**src/rtl/win_occ_ctrl.sv**
```systemverilog
module win_occ_ctrl #(
  parameter int NWIN = 8,
  parameter int PW   = 5
) (
  input  logic          clk,
  input  logic          rst_n,
  input  logic          save_req,
  input  logic          rest_req,
  input  logic          xfer_done,
  output logic          ready,
  output logic          spill_req,
  output logic          fill_req,
  output logic [$clog2(NWIN)-1:0] xfer_win,
  output logic          err,
  output logic [PW-1:0] cur_win,
  output logic [$clog2(NWIN)-1:0] can_save,
  output logic [$clog2(NWIN)-1:0] can_rest
);
  localparam int CW = $clog2(NWIN);
  localparam logic [CW-1:0] LIMIT = CW'(NWIN - 2);

  logic [CW-1:0] cwp, cs, cr;
  logic busy, is_fill;

  assign ready     = !busy;
  assign spill_req = busy && !is_fill;
  assign fill_req  = busy && is_fill;
  assign xfer_win  = cwp;
  assign cur_win   = PW'(cwp);
  assign can_save  = cs;
  assign can_rest  = cr;

  always_ff @(posedge clk) begin
    if (!rst_n) begin
      cwp <= '0; cs <= LIMIT; cr <= '0;
      busy <= 1'b0; is_fill <= 1'b0; err <= 1'b0;
    end else begin
      err <= 1'b0;
      if (busy) begin
        if (xfer_done) begin
          busy <= 1'b0;
          if (is_fill) begin
            cwp <= cwp - 1'b1;
            if (cs < LIMIT) cs <= cs + 1'b1;
          end else begin
            cwp <= cwp + 1'b1;
            cs  <= cr - 1'b1;
            cr  <= CW'(1);
          end
        end
      end else if (save_req && rest_req) begin
        err <= 1'b1;
      end else if (save_req) begin
        if (cs == '0) begin
          busy <= 1'b1; is_fill <= 1'b0;
        end else begin
          cwp <= cwp + 1'b1; cs <= cs - 1'b1; cr <= cr + 1'b1;
        end
      end else if (rest_req) begin
        if (cr == '0) begin
          busy <= 1'b1; is_fill <= 1'b1;
        end else begin
          cwp <= cwp - 1'b1; cs <= cs + 1'b1; cr <= cr - 1'b1;
        end
      end
    end
  end

  a_r3_spill_holds: assert property (@(posedge clk) disable iff (!rst_n)
    (spill_req && !xfer_done) |=> (spill_req && $stable(cur_win) && $stable(can_save)));
  a_r7_busy_has_req: assert property (@(posedge clk) disable iff (!rst_n)
    !ready |-> $onehot0({spill_req, fill_req}) && (spill_req || fill_req));
  a_r8_err_no_change: assert property (@(posedge clk) disable iff (!rst_n)
    err |-> ($stable(cur_win) && $stable(can_save) && $stable(can_rest)));
  a_r9_upper_zero: assert property (@(posedge clk) disable iff (!rst_n)
    cur_win < PW'(NWIN));
  a_r10_sum: assert property (@(posedge clk) disable iff (!rst_n)
    (32'(can_save) + 32'(can_rest)) == NWIN - 2);
  a_r6_fill_rest_zero: assert property (@(posedge clk) disable iff (!rst_n)
    fill_req |-> can_rest == '0);
endmodule

```
**config.mk**
```make
export PLATFORM = sky130hd
export DESIGN_NAME = win_occ_ctrl
export DESIGN_NICKNAME = d
export VERILOG_FILES = /design/src/rtl/win_occ_ctrl.sv
export SDC_FILE = /design/constraint.sdc
export NUM_CORES = 1
export LEC_CHECK = 0
export BUFFER_PORTS_ARGS = -buffer_cell sky130_fd_sc_hd__buf_2
export CELL_PAD_IN_SITES_DETAIL_PLACEMENT = 0
export CELL_PAD_IN_SITES_GLOBAL_PLACEMENT = 2
export CORE_MARGIN = 2
export CORE_UTILIZATION = 33
export CTS_CLUSTER_SIZE = 25
export DETAILED_ROUTE_END_ITERATION = 10
export GPL_ROUTABILITY_DRIVEN = 0
export PLACE_DENSITY = 0.82
export REMOVE_ABC_BUFFERS = 1
export SETUP_SLACK_MARGIN = 0.3
export SLEW_MARGIN = 15
export SYNTH_ARGS = -nofsm -noshare
export SYNTH_HDL_FRONTEND = slang
export SYNTH_SLANG_ARGS = --single-unit
```
**constraint.sdc**
```tcl
create_clock -name clk -period 2.3 [get_ports clk]
set_clock_uncertainty 0.05 [all_clocks]
set_input_delay 0.345 -clock clk [delete_from_list [all_inputs] [get_ports clk]]
set_output_delay 0.345 -clock clk [all_outputs]
set_load 0.02 [all_outputs]
```
After elaboration in Yosys (flattened, before gate mapping)
Index checks and enable logic that the tools add are counted.
Storage, ports and cells
  bits in registers: 12
  bits of input ports: 5
  output and inout bits: 18
  word-level logic and storage cells: 75
Cells by class
  add/subtract/negate cells: 6
  order comparisons: 1
  equality and inequality tests: 7
  muxes and demuxes: 37
  bitwise gates (word level): 3
  reductions and logical operators: 15
Operator list (count)
  3-bit 2-to-1 mux: 25
  1-bit 2-to-1 mux: 12
  6-bit AND reduction: 2
  5-bit AND reduction: 2
  3-bit by 1-bit adder with 3-bit output, second input constant: 3
  3-bit by 1-bit subtractor with 3-bit output, second input constant: 3
  3-bit zero test: 2
  2-bit inequality test, second input constant: 3
  3-bit inequality test, second input constant: 2
  2-bit nonzero test: 2
  1-bit logical AND: 3
  3-bit less-than comparator, second input constant: 1
  3-bit by 2-bit inequality test with 1-bit output, second input constant: 1
  1-bit NOT: 3
  3-bit nonzero test: 1
  1-bit zero test: 2
  2-bit by 1-bit inequality test with 1-bit output, second input constant: 1
  2-bit OR reduction: 1

Depth between registers and ports, before layout
Gate-level depths: netlist of the first run.
  depth after elaboration: 6
  gate-level depth with buffers: 7
  depth with buffers taken out: 7

Worst setup path before layout of the first run
OpenSTA, ideal clock, no wires.
  kind: register to register
  start: register cr[0] (netlist: can_rest[0])
  end: register cr[0] (netlist: can_rest[0])
  setup time: 0.062 ns
  data arrival time: 1.520 ns
  required time: 2.188 ns
  slack: 0.668 ns
  cell stages (with the launch flop): 8
  path buffers: 0
  clock period less this slack: 1.632 ns
  path through: dfxtp_1 -> inv_1 -> ha_1 -> nand2b_1 -> a22o_1 -> o21ai_1 -> mux2_2 -> nor2_2
On the way
  word-level cells in the longest chain between the ends: 6
  elaborated cells on any way between the ends: 11
  classes of those cells: add/sub (2); eq/ne (1); mux (6); reduce/logical (2)
RTL lines
  start: declaration: RTL line 22  | logic [CW-1:0] cwp, cs, cr;
  start signal: assignment: RTL line 57  | cwp <= cwp + 1'b1; cs <= cs - 1'b1; cr <= cr + 1'b1;
  start signal: assignment: RTL line 63  | cwp <= cwp - 1'b1; cs <= cs + 1'b1; cr <= cr - 1'b1;
  3-bit by 1-bit subtractor with 3-bit output: RTL line 63
  3-bit 2-to-1 mux: RTL line 60  | if (cr == '0) begin
  3-bit 2-to-1 mux: RTL line 59  | end else if (rest_req) begin
  3-bit 2-to-1 mux: RTL line 53  | end else if (save_req) begin
  3-bit 2-to-1 mux: RTL line 51  | end else if (save_req && rest_req) begin
  3-bit 2-to-1 mux: RTL line 39  | if (busy) begin
Parallel ways exist; a longest one is shown, timed or not. The select of a mux whose other input is x is not followed.
A chain may end at the register's enable or synchronous reset.

Worst setup path after layout of the first run
  start: register busy
  end: output ready
On the way
  word-level cells in the longest chain between the ends: 1
RTL lines
  start: declaration: RTL line 23  | logic busy, is_fill;
  start signal: assignment: RTL line 36  | busy <= 1'b0; is_fill <= 1'b0; err <= 1'b0;
  start signal: assignment: RTL line 41  | busy <= 1'b0;
  start signal: assignment: RTL line 55  | busy <= 1'b1; is_fill <= 1'b0;
  1-bit zero test: RTL line 25  | assign ready = !busy;
  end: declaration: RTL line 10  | output logic ready,
No other way between the ends.

==> impl_results.md, run 1 <==
* Run status: complete, no violations
* Summed instance area of the synthesized netlist at 928 um2
* Gate family responsible for the most delay along the worst path: flip-flops
* Via count of the first global-routing pass at ~660
* Die outline height at between 50 and 60 um
* Share of synthesized area occupied by flip-flops and latches at around 26%
* Critical path peak fanout at 16
* Cell Pwr Density at around 710 nW/um2
* Initial core utilization at ~34%
* Switching part of the total power at 38.3%
* Period minus WS final at between 1.5 and 2 ns
* CTS tree: yes
* Total congestion overflow after global routing at 0
* Leading post-synthesis cells by cell area: dfxtp_1 (26%), ha_1 (11%), xnor2_1 (5.7%), inv_1 (4.4%), mux2i_1 (4.3%)
* Total setup violations reported at the end of the flow at 0
* Post-DP HPWL at 1490 um
* Initial antenna violation count at 0
* Number of DRC markers after the initial detailed-route iteration at 8
* Final total negative setup slack at 0 ns
* Leakage at 0.482 nW
* FF-to-FF path depth at 5
* Antenna diode count at 0
* Relative contribution of sequential cells to total power at between 30 and 40%
* Slew @ Worst Pin at about 0.55 ns
* FF-to-FF End: xfer_win[2]
* Pin count of the biggest net entering global routing at 17
* Post-cts repair resize count at 0
* Post-synthesis register bit count at 12
* Post-route clock period utilization at between 70 and 80%
* Unrepaired setup endpoints after global routing: false
* Post-synth top area cell: dfxtp_1
* Origin of the worst min-delay path: rst_n
* Routed wire length at between 1500 and 2000 um
* Fraction of registers with async set or reset after synthesis at 0%
* Clock insertion delay at the later pin of the skew report at around 0.28 ns
* Worst slew margin at between 60 and 70%
* Achievable frequency at 544 MHz
* Fin cells at about 150
* Standard cell with the maximum stage delay on the critical path: dfxtp_1
* Count of unique library cells instantiated by Yosys at 38
* Post CTS Setup Buffer Count at 0
* Wire per inst at around 13 um
* Clock root buffer master: clkbuf_4
* Worst Hold Endpoint: can_save[2]
* Origin of the worst setup path: busy
* Number of rows created at floorplan at 19
* Synthesized instance count at between 100 and 150
* Share of Yosys cell area claimed by the top area cell type at between 20% and 30%
* Number of endpoints with negative hold slack in the final report at 0
* Worst-path clk slew at around 0.080 ns
* Internal power at between 0.4 and 0.5 mW
* Bufs on Longest Clock Path at 2
* Number of buffers inserted by port buffering at 20
* Vias after detailed routing at 734
* Ys Warns at 0
* Core outline area at roughly 2700 um2
* Maximum Capacitance Violations at 0
* RR Startpoint: busy
* Kind of critical path: reg2out
* # placed instances at ~150
* Ratio of cells with drive above 1 in the final layout at between 30% and 40%
* # IOs at 23
* Antenna Nets Post-Route at 0
* Die width at between 50 and 60 um
* Primary FF master, synth: dfxtp_1
* Arrival time worst endpoint at around 1.4 ns
* Depth of the worst hold-timing path at 2
* Number of levels in the clock H-tree at 1
* Part of the total power dissipated in combinational logic at ~40%
* Most used cells in the layout excluding fill and tap cells: buf_2 (20), dfxtp_1 (12), inv_1 (11), ha_1 (8)
* Number of buffers created by CTS at 3
* Sum of buffers and inverters on the critical path at 2
* R2r setup slk at about 0.57 ns
* Per-cell via count in the routed design at a little under 5
* Global-route wire length before repair at 3110 um
* Total net switching power at roughly 0.29 mW
* Hold-fix buffers at CTS at 0
* Critical path's largest stage delay at about 0.67 ns
* Most frequent standard cell in the layout excluding fill and tap cells: buf_2
* Router iterations before antenna repair at 4
* VDD IR max at 0.309 mV
* Mean post-synth cell area at around 9 um2
* Critical Path End Type: output port
* DR DRC count at 0
* Total routing resource utilization after global routing at between 10% and 20%
* Fill cells at approximately 300
* Die area at 3250 um2
* Clock group share of total power at between 20% and 30%
* Worst path required time at between 1.5 and 2 ns
* Number of enable flip-flop cells after synthesis at 0
* Number of nets at the end of the flow at 135
* Sinks on Clock Net at 12
* Type of origin of the critical path: register
* Sequence of cells on the critical path: inv_1 -> buf_2
* Final Max Tran Viols at 0
* Worst Hold Class: in2reg
* Area growth syn-to-layout at 13.5%
## layer usage
metal / share of wire, % / global-route usage (%)
met5: 0 / 0
met4: 2.0 / 6.98
met3: 3.2 / 3.63
met2: 46 / 18.9
met1: 49 / 16.6
## logic make-up after synthesis
logic type	Yosys count	share of synthesized area, %
AND/OR/NAND/NOR	28	18.2
multiplexers	8	10.8
other	1	0.404
XOR/XNOR	7	6.60
adder cells (fa/ha/maj)	8	10.8
buffers and inverters	18	10.2
flip-flops	12	25.9
AO/OA/AOI/OAI	21	17.1
## metrics by stage
stage          area (um2)  worst slack [ns]  hold WS [ns]  utilization [%]  power (mW)
2_1_floorplan         878             0.661         0.375                -       0.500
3_3_place_gp         1020             0.590         0.414             37.5       0.577
3_5_place_dp         1020             0.585         0.428             37.5       0.580
4_1_cts              1050             0.457         0.276             38.9       0.762
5_1_grt              1050             0.342         0.267             38.9       0.809
6_report             1050             0.462         0.282             38.9       0.751
## area by class of cell
type / count / area, um2 / area share [%]
multi-input combinational: 74 / 597 / 56.7
inverter: 11 / 41.3 / 3.92
clock buffer: 4 / 36.3 / 3.44
sequential: 12 / 240 / 22.8
tap: 31 / 38.8 / 3.68
timing repair buffer: 20 / 100 / 9.50
## power by group through the flow
stage / sequential [mW] / clock [mW] / combinational (mW)
finish: 0.271 / 0.180 / 0.300
global route: 0.278 / 0.200 / 0.332
CTS: 0.271 / 0.186 / 0.305
detailed placement: 0.276 / 0 / 0.304
global placement: 0.275 / 0 / 0.301
floorplan: 0.311 / 0 / 0.189
## flip-flops by register name, summed over array words and instances, names as in the netlist
signal    cells
busy          1
is_fill       1
can_save      3
xfer_win      3
can_rest      3
err           1
## worst register-to-register path, delay by kind of cell (launching register included)
family        cells  cell delay [ns]
flops             1             0.67
simple gates      3             0.46
mux               2             0.47
## Yosys cell counts (2+ instances only)
cell	n
o211ai_1	3
a22oi_1	2
and2_1	4
nand3_1	2
nor2b_1	2
nor2_1	4
ha_1	8
o21ai_1	3
a21oi_1	2
nor2_2	3
buf_4	5
nand2_1	6
nor2b_4	2
mux2_2	2
nand2b_1	2
inv_1	11
mux2i_1	4
dfxtp_1	12
xnor2_1	6
o21ai_0	2
## worst max path at each step
stage	endpoint	slack, ns	cells past startpoint
after floorplan	can_rest[0]	0.66	7
after global placement	xfer_win[2]	0.59	5
after detailed placement	xfer_win[2]	0.59	5
after CTS	spill_req	0.46	2
after global routing	ready	0.34	2
final	ready	0.46	2
No activity file was read; power rests on OpenSTA's default activity.
==> inputs of run 2 (changes only) <==
ABC_AREA = 1   (was unset)
CORE_UTILIZATION = 27   (was 33)
PLACE_DENSITY = 0.77   (was 0.82)
clock period = 1.7 ns   (was 2.3 ns; I/O delays follow)
==> run 2 against run 1 <==
Sequential share of layout area down 3.7 points. Sequential power up 61%. Cell count up 57%. Design area up 27%. Critical path type unchanged. Clock power up 83%. Largest cell class unchanged. Core utilization down 1.9 points. Combinational power rose to 3.0 times the previous value. Count of clock-buffer cells in the layout unchanged. Routed wire length up 35%. Hold slack worse by 0.012 ns.
==> impl_results.md, run 2 <==
* Ys Warns at 0 (unchanged)
* Arrival time worst endpoint at 1.03 ns (-0.41 ns)
* Critical path peak fanout at 9 (-7)
* Critical Path End Type: output port
* Number of nets at the end of the flow at 204 (+51%)
* Pin count of the biggest net entering global routing at 11 (-6)
* Number of DRC markers after the initial detailed-route iteration at 39 (+31)
* Fill cells at 402 (+35%)
* Total congestion overflow after global routing at 0 (unchanged)
* Die outline height at 64.8 um (+14%)
* Bufs on Longest Clock Path at 2 (unchanged)
* Clock insertion delay at the later pin of the skew report at 0.25 ns (-0.03 ns)
* Cell Pwr Density at 1260 nW/um2 (+76%)
* Worst hold slack after final layout at 0.270 ns (-0.0119 ns)
* Multi-input logic area at 701 um2 (+17%)
* Die area at 4200 um2 (+29%)
* RR Startpoint: can_save[0]
* Sinks on Clock Net at 12 (unchanged)
* Worst path required time at 1.39 ns (-0.51 ns)
* Ratio of cells with drive above 1 in the final layout at 34.7% (+4.2 points)
* Kind of critical path: reg2out
* Antenna diode count at 0 (unchanged)
* Global-route wire length before repair at 4270 um (+38%)
* CTS tree: yes
* FF-to-FF End: can_save[2]
* Vias after detailed routing at 1000 (+36%)
* Fraction of registers with async set or reset after synthesis at 0% (unchanged)
* Final total negative setup slack at 0 ns (unchanged)
* FF-to-FF path depth at 8 (+3)
* Achievable frequency at 747 MHz
* Critical path's largest stage delay at 0.40 ns (-0.27 ns)
* Number of rows created at floorplan at 22 (+3)
* Sequence of cells on the critical path: inv_4 -> nor2_4 -> buf_6
* Number of levels in the clock H-tree at 1 (unchanged)
* Number of buffers created by CTS at 3 (unchanged)
* Standard cell with the maximum stage delay on the critical path: dfxtp_4
* Most used cells in the layout excluding fill and tap cells: nand2_1 (47), inv_1 (23), nor2_1 (21), buf_2 (18), nand3_1 (11)
* # IOs at 23 (unchanged)
* Share of Yosys cell area claimed by the top area cell type at 24.1% (-1.8 points)
* Total setup violations reported at the end of the flow at 0 (unchanged)
* Leading post-synthesis cells by cell area: dfxtp_1 (24%), nand2_1 (20%), inv_1 (11%), ha_1 (10%), nor2_1 (9.0%)
* Worst Hold Class: in2reg
* Area growth syn-to-layout at 33.9%
* Worst slack, placed at 0.146 ns (-0.439 ns)
* Unrepaired setup endpoints after global routing: true
* Fin cells at 238 (+57%)
* Register cell area after layout at 255 um2 (+6.3%)
* Synth top cells by count: nand2_1 (52), inv_1 (29), nor2_1 (24), dfxtp_1 (12), nand3_1 (12)
* Initial core utilization at 27.7% (-6.6 points)
* Die width at 64.8 um (+14%)
* Count of unique library cells instantiated by Yosys at 21 (-45%)
* Primary FF master, synth: dfxtp_1
* Share of synthesized area occupied by flip-flops and latches at 24.1% (-1.8 points)
* Synthesized instance count at 166 (+61%)
* Number of endpoints with negative hold slack in the final report at 0 (unchanged)
* Routed wire length at 2610 um (+35%)
* Final Max Tran Viols at 0 (unchanged)
* Most frequent standard cell in the layout excluding fill and tap cells: nand2_1
* Post-synth top area cell: dfxtp_1
* Post-synthesis register bit count at 12 (unchanged)
* Leading cell type by number of instances after synthesis: nand2_1
* Post-route clock period utilization at 78.7%
* Summed instance area of the synthesized netlist at 997 um2 (+7.4%)
* Period minus WS final at roughly 1.3 ns
* VDD IR max at 0.414 mV (+34%)
* DR DRC count at 0 (unchanged)
* Endpoint of the most critical setup path: spill_req
* Type of origin of the critical path: register
* Number of buffers inserted by port buffering at 20 (unchanged)
* R2r setup slk at 0.39 ns (-0.18 ns)
* Run status: complete, no violations
* Post-DP HPWL at 1910 um (+28%)
* Via count of the first global-routing pass at 929 (+40%)
* Leakage at 0.722 nW (+50%)
* Origin of the worst min-delay path: rst_n
* Worst-path clk slew at 0.06 ns (-0.02 ns)
* Origin of the worst setup path: busy
* Mean post-synth cell area at 6.01 um2 (-33%)
* Initial antenna violation count at 0 (unchanged)
* Core outline area at 3610 um2 (+33%)
* Router iterations before antenna repair at 4 (unchanged)
* Clock root buffer master: clkbuf_8
* Antenna Nets Post-Route at 0 (unchanged)
* Per-cell via count in the routed design at 4.20 (-13%)
* Setup slack of the critical path after layout at 0.362 ns (-0.100 ns)
* Wire per inst at 10.9 um (-13%)
* Number of enable flip-flop cells after synthesis at 0 (unchanged)
* Maximum Capacitance Violations at 0 (unchanged)
* Total routing resource utilization after global routing at 13.4% (+0.71 points)
* # placed instances at 229 (+55%)
-- run 2: cell types whose count changed after synthesis, moves of 3 or more --
cell,previous run,this run
nand3_1,2,12
o21ai_1,3,0
nand2_1,6,52
nand3_2,0,3
xnor2_1,6,2
mux2i_1,4,0
inv_1,11,29
nor2_1,4,24
o211ai_1,3,0
and2_1,4,0
-- run 2: cell families (layout without fill, tap and decap cells) --
family          count (synthesis)  in the layout  share of synthesized area [%]
fa+ha+maj                       8              8                           10.0
xor+xnor                        3              3                           2.64
compound gates                  7              7                           3.64
buf+inv                        36             59                           15.6
flops                          12             12                           24.1
other cells                     1              2                          0.376
simple gates                   99             99                           43.7
-- run 2: layer usage --
metal	global-route usage, %	routed length (um)	vias up
met3	2.60	107	4
met1	18.4	1300	431
met5	0	0	-
met2	19.7	1160	20
li1	-	-	545
met4	6.91	37	0
-- run 2: per-stage QoR --
step,util [%],cell area (um2),total power [mW]
2_1_floorplan,-,958,0.977
6_report,37.0,1340,1.68
4_1_cts,34.2,1230,1.58
3_3_place_gp,31.0,1120,1.18
3_5_place_dp,31.0,1120,1.18
5_1_grt,37.0,1340,1.84
-- run 2: repair_timing --
action,in CTS,in global routing
endpoints found under the setup margin,11,11
setup buffers,2,3
hold buffers,0,0
gates resized for setup,16,26
pin swaps,2,6
-- run 2: critical path: cells and delay by family (launching register included) --
family / cells / cell delay (ns)
DFF: 1 / 0.40
and+or+nand+nor: 1 / 0.17
buffers and inverters: 2 / 0.23
-- run 2: how the worst min path moves through the flow --
stage	to	slack, ns	cells past startpoint
2_1_floorplan	can_save[2]	0.29	1
3_3_place_gp	is_fill	0.44	2
3_5_place_dp	is_fill	0.43	2
4_1_cts	busy	0.27	4
5_1_grt	can_save[1]	0.28	2
6_report	can_save[2]	0.27	2
-- run 2: cell type report --
type | count | share of cell area [%]
clock buffers | 4 | 4.12
inverters | 30 | 8.81
multi-input cells | 119 | 52.5
flip-flops and latches | 12 | 19.1
well taps | 48 | 4.50
repair buffers | 25 | 11.0
-- run 2: where the power goes --
part | internal [mW] | leakage [nW] | switching (mW)
clock | 0.205 | 0.0288 | 0.125
combinational | 0.355 | 0.591 | 0.557
sequential | 0.357 | 0.101 | 0.0781
